### src/rtl/iq_wake_pkg.sv
package iq_wake_pkg;
  localparam int SRCS = 2;
  typedef enum logic {SRC_A = 1'b0, SRC_B = 1'b1} src_e;
endpackage

### src/rtl/iq_tag_match.sv
module iq_tag_match #(
  parameter int W    = 2,
  parameter int TAGW = 6
) (
  input  logic [TAGW-1:0]   opnd_tag,
  input  logic              opnd_wait,
  input  logic [W-1:0]      res_vld,
  input  logic [W*TAGW-1:0] res_tag,
  output logic [W-1:0]      pair_on,
  output logic              hit
);
  logic [W-1:0] slot_hit;

  for (genvar i = 0; i < W; i++) begin : g_slot
    assign pair_on[i]  = opnd_wait & res_vld[i];
    assign slot_hit[i] = pair_on[i] && (res_tag[i*TAGW +: TAGW] == opnd_tag);
  end

  assign hit = |slot_hit;
endmodule

### src/rtl/iq_entry.sv
module iq_entry
  import iq_wake_pkg::*;
#(
  parameter int W    = 2,
  parameter int TAGW = 6
) (
  input  logic                       clk,
  input  logic                       rst_n,
  input  logic                       load,
  input  logic [SRCS-1:0][TAGW-1:0]  load_tag,
  input  logic [SRCS-1:0]            load_rdy,
  input  logic                       drop,
  input  logic [W-1:0]               res_vld,
  input  logic [W*TAGW-1:0]          res_tag,
  output logic                       req,
  output logic [SRCS-1:0]            opnd_on,
  output logic [SRCS*W-1:0]          pair_on
);
  logic                      valid_q, valid_d;
  logic [SRCS-1:0]           rdy_q, rdy_d;
  logic [SRCS-1:0][TAGW-1:0] tag_q;
  logic [SRCS-1:0]           hit;
  logic [SRCS-1:0]           byp_hit;

  for (genvar s = 0; s < SRCS; s++) begin : g_src
    assign opnd_on[s] = valid_q & ~rdy_q[s];
    iq_tag_match #(.W(W), .TAGW(TAGW)) match_i (
      .opnd_tag (tag_q[s]),
      .opnd_wait(opnd_on[s]),
      .res_vld  (res_vld),
      .res_tag  (res_tag),
      .pair_on  (pair_on[s*W +: W]),
      .hit      (hit[s])
    );
  end

  // same-cycle bypass: incoming tags against the current broadcast
  always_comb begin
    byp_hit = '0;
    for (int s = 0; s < SRCS; s++) begin
      for (int i = 0; i < W; i++) begin
        if (load && !load_rdy[s] && res_vld[i] &&
            (res_tag[i*TAGW +: TAGW] == load_tag[s]))
          byp_hit[s] = 1'b1;
      end
    end
  end

  always_comb begin
    valid_d = valid_q;
    rdy_d   = rdy_q | hit;
    if (load) begin
      valid_d = 1'b1;
      rdy_d   = load_rdy | byp_hit;
    end else if (drop) begin
      valid_d = 1'b0;
    end
  end

  always_ff @(posedge clk or negedge rst_n) begin
    if (!rst_n) begin
      valid_q <= 1'b0;
      rdy_q   <= '0;
    end else begin
      valid_q <= valid_d;
      rdy_q   <= rdy_d;
    end
  end

  always_ff @(posedge clk) begin
    if (load) tag_q <= load_tag;
  end

  assign req = valid_q & (&rdy_q);
endmodule

### src/rtl/iq_popcount.sv
module iq_popcount #(
  parameter int N  = 32,
  parameter int CW = $clog2(N + 1)
) (
  input  logic [N-1:0]  vec,
  output logic [CW-1:0] count
);
  always_comb begin
    count = '0;
    for (int i = 0; i < N; i++) count = count + CW'(vec[i]);
  end
endmodule

### src/rtl/iq_wakeup_gated.sv
module iq_wakeup_gated
  import iq_wake_pkg::*;
#(
  parameter int ENTRIES = 8,
  parameter int W       = 2,
  parameter int TAGW    = 6,
  localparam int IDXW   = $clog2(ENTRIES),
  localparam int PAIRS  = ENTRIES * SRCS * W,
  localparam int CNTW   = $clog2(PAIRS + 1)
) (
  input  logic                     clk,
  input  logic                     rst_n,
  input  logic                     ins_en,
  input  logic [IDXW-1:0]          ins_slot,
  input  logic [TAGW-1:0]          ins_tag_a,
  input  logic [TAGW-1:0]          ins_tag_b,
  input  logic                     ins_rdy_a,
  input  logic                     ins_rdy_b,
  input  logic                     rel_en,
  input  logic [IDXW-1:0]          rel_slot,
  input  logic [W-1:0]             res_vld,
  input  logic [W*TAGW-1:0]        res_tag,
  output logic [ENTRIES-1:0]       iss_req,
  output logic [SRCS*ENTRIES-1:0]  cmp_on,
  output logic [CNTW-1:0]          cmp_count
);
  logic [SRCS-1:0][TAGW-1:0] ins_tags;
  logic [SRCS-1:0]           ins_rdys;
  logic [PAIRS-1:0]          pair_on;

  assign ins_tags[SRC_A] = ins_tag_a;
  assign ins_tags[SRC_B] = ins_tag_b;
  assign ins_rdys[SRC_A] = ins_rdy_a;
  assign ins_rdys[SRC_B] = ins_rdy_b;

  for (genvar e = 0; e < ENTRIES; e++) begin : g_ent
    logic load_e, drop_e;
    assign load_e = ins_en && (ins_slot == IDXW'(e));
    assign drop_e = rel_en && (rel_slot == IDXW'(e));
    iq_entry #(.W(W), .TAGW(TAGW)) ent_i (
      .clk     (clk),
      .rst_n   (rst_n),
      .load    (load_e),
      .load_tag(ins_tags),
      .load_rdy(ins_rdys),
      .drop    (drop_e),
      .res_vld (res_vld),
      .res_tag (res_tag),
      .req     (iss_req[e]),
      .opnd_on (cmp_on[e*SRCS +: SRCS]),
      .pair_on (pair_on[e*SRCS*W +: SRCS*W])
    );
  end

  iq_popcount #(.N(PAIRS), .CW(CNTW)) cnt_i (
    .vec  (pair_on),
    .count(cmp_count)
  );
endmodule

### config.mk
export PLATFORM = sky130hd
export DESIGN_NAME = iq_wakeup_gated
export DESIGN_NICKNAME = d
export VERILOG_FILES = /design/src/rtl/iq_wake_pkg.sv /design/src/rtl/iq_tag_match.sv /design/src/rtl/iq_entry.sv /design/src/rtl/iq_popcount.sv /design/src/rtl/iq_wakeup_gated.sv
export SDC_FILE = /design/constraint.sdc
export NUM_CORES = 1
export LEC_CHECK = 0
export ABC_AREA = 1
export BUFFER_PORTS_ARGS = -buffer_cell sky130_fd_sc_hd__buf_2
export CORE_MARGIN = 2
export CORE_UTILIZATION = 32
export DETAILED_ROUTE_END_ITERATION = 10
export PLACE_DENSITY_LB_ADDON = 0.2
export SETUP_SLACK_MARGIN = 0.1
export SYNTH_ARGS = -nofsm -noshare
export SYNTH_HDL_FRONTEND = slang
export SYNTH_SLANG_ARGS = --single-unit
export TNS_END_PERCENT = 50
### constraint.sdc
create_clock -name clk -period 14 [get_ports clk]
set_input_delay 1.4 -clock clk [delete_from_list [all_inputs] [get_ports clk]]
set_output_delay 1.4 -clock clk [all_outputs]
set_load 0.005 [all_outputs]
==> out/metrics.cfg <==
[outcome]
status=complete, no violations

[worst_setup_path]
crit_path_cell_trace=buf_2, inv_2, nor2_1, ha_1, inv_1, fa_1, fa_1, fa_1, fa_1, fa_1, inv_1, fa_1, fa_1, fa_1, nand3_1, nand3_1, xor2_1, buf_2
max_stage_delay_ns=0.53
slowest_stage=fa_1
worstSetupStartpointType=input pin
cp_max_fo=14
cp.arrival_ns=6.54
reg2regPathDepth=9
end_kind=output pin
cp.required_ns=12.60
path_common_cell=fa_1
critical_path_class=input pin to output pin

[timing]
period_needed_ns=7.94
worstMarginPinSlew_ns=1.13
fin_skew_ns=0.00582
setup_tns_ns=0
max-slew-margin-rel_pct=24.8
fin_crit_sh_pct=56.7
slew_violations=0
setup_slack_ns=6.06
max_freq_mhz=126
grt_setup_unrepaired=false
setup_viol=0
finalHoldViolCount=0

[logic_synthesis]
synth_top_area_share_pct=32.5
yosys.area.top_type=edfxtp_1
synth_area_mm2=0.00887
synth_seq_cells=120
synthDistinctLibCells=25
ys_top_cells_by_area=edfxtp_1 33%, nand2_1 15%, xnor2_1 10%
syn_nets=1185
avgSynthCellArea_um2=7.95
synth_cells=1115
ys.warnings.count=0
seq_area_frac_synth_pct=39.3

[global_route]
gr-usage-all-layers_pct=19.0
grt_pass1_wl_um=40000
grt_pass1_vias=6718
grt_overflow=0
grt_max_degree=25
antenna_found_initial=0

[floorplan]
rows=60
die_w_um=170
die_area_mm2=0.0291
io_pins=68
initial_core_util_pct=32.7
coreArea_mm2=0.0271
fp.dieH_um=170

[route]
postRouteAntennaNets=0
drtIter0Drc=499
wl_um=26600
dr_total_vias=6815
wl_per_cell_um=17.3
via_per_inst=4.44
drc=0
dr.pass1.iters=5

[pwr]
p_leak_nw=4.52
vdd_drop_max_uv=95.0
power.density_mw_per_mm2=132

[place]
pre_cts_ws_ns=6.07
gp_congestion=0.893
numPortBuffers=67
dpl.hpwl_um=19700

[finish]
drive_gt1_share_pct=11.2
layout_common_cells=356 x nand2_1, 164 x inv_1, 140 x nor2_1
layout_commonest_cell=nand2_1
antenna_cells=0
fin_nets=1219
fin_util_pct=36.2
synthToLayoutAreaGrowth_pct=10.7

[clock_tree]
ctsResizeCount=0
clockRootBuffer=clkbuf_16
cts_setup_buffers=0
clock_latency_ns=0.42
clk_pin_slew_ns=0.05
cts_tree=built
cts_buffers=17
htree_levels=4
cts.sinks=120
cts_hold_buf=0
clockBufferDepth=2

[min_path]
hold_class=flip-flop to flip-flop
worstHoldPathCells=2

[job]
cap_violations=0

-- power by group --
group          total [mW]  switching, mW  internal (mW)
registers           0.432         0.0212          0.411
clock network       0.462          0.176          0.286
logic               0.406          0.243          0.163
-- worst max-delay path, delay by kind of cell --
family	cells	cell delay, ns
adder cells (fa/ha/maj)	9	4.02
buffers and inverters	5	0.68
AND/OR/NAND/NOR	3	0.29
XOR/XNOR	1	0.14
-- metal layers --
layer	up-vias	GRT usage [%]	wire length, um
met2	187	32.2	12700
met5	-	0	0
li1	3396	-	-
met1	3205	25.4	11900
met3	27	2.63	1500
met4	0	5.02	528
-- stage by stage --
stage	instance area, um2	power (mW)	std cells	hold slack (ns)
6_report	9820	1.30	1534	0.568
3_3_place_gp	9200	0.839	1502	0.546
2_1_floorplan	8870	0.730	1115	0.509
5_1_grt	9820	1.39	1534	0.611
4_1_cts	9820	1.31	1534	0.565
3_5_place_dp	9200	0.850	1502	0.551
-- logic make-up (layout without fill, tap and decap cells) --
kind of cell / Yosys count / count (layout) / share of synthesized area [%]
flip-flops: 120 / 120 / 39.3
buffers and inverters: 229 / 276 / 12.9
AND/OR/NAND/NOR: 567 / 567 / 25.5
AO/OA/AOI/OAI: 17 / 17 / 0.988
XOR/XNOR: 150 / 150 / 14.8
adder cells (fa/ha/maj): 32 / 32 / 6.55
-- sequential cells by signal, indices dropped and copies added (netlist names) --
register             flops
g_ent.ent_i.tag_q       96
g_ent.ent_i.valid_q      8
g_ent.ent_i.rdy_q       16
-- final cells by class --
class                           count  area, um2
Tap cell                          372        465
Inverter                          174        658
Sequential cell                   120       3480
Fill cell                        2832      17300
Clock buffer                       19        443
Clock inverter                     13        170
Multi-Input combinational cell    766       4240
Timing Repair Buffer               70        358
-- final timing paths --
| check | end | slack, ns | from |
|---|---|---|---|
| setup / recovery | cmp_count[4] | 6.06 | res_vld[0] |
| min in group asynchronous | g_ent[3].ent_i.rdy_q[0] | 1.01 | rst_n |
| max in group asynchronous | g_ent[4].ent_i.rdy_q[1] | 12.55 | rst_n |
| setup reg to reg | g_ent[5].ent_i.rdy_q[1] | 12.38 | g_ent[5].ent_i.rdy_q[1] |
| hold / removal | g_ent[7].ent_i.valid_q | 0.57 | g_ent[7].ent_i.valid_q |
| hold reg to reg | g_ent[7].ent_i.valid_q | 0.57 | g_ent[7].ent_i.valid_q |
-- Yosys cell counts, drive strengths merged --
master	count
a21boi	1
o21ai	13
a21oi	3
xor2	49
nand2	359
nor3	1
ha	8
inv	174
nand3	54
nor2	153
dfrtp	24
edfxtp	96
fa	24
buf	55
xnor2	101
No activity file was read; power rests on OpenSTA's default activity.
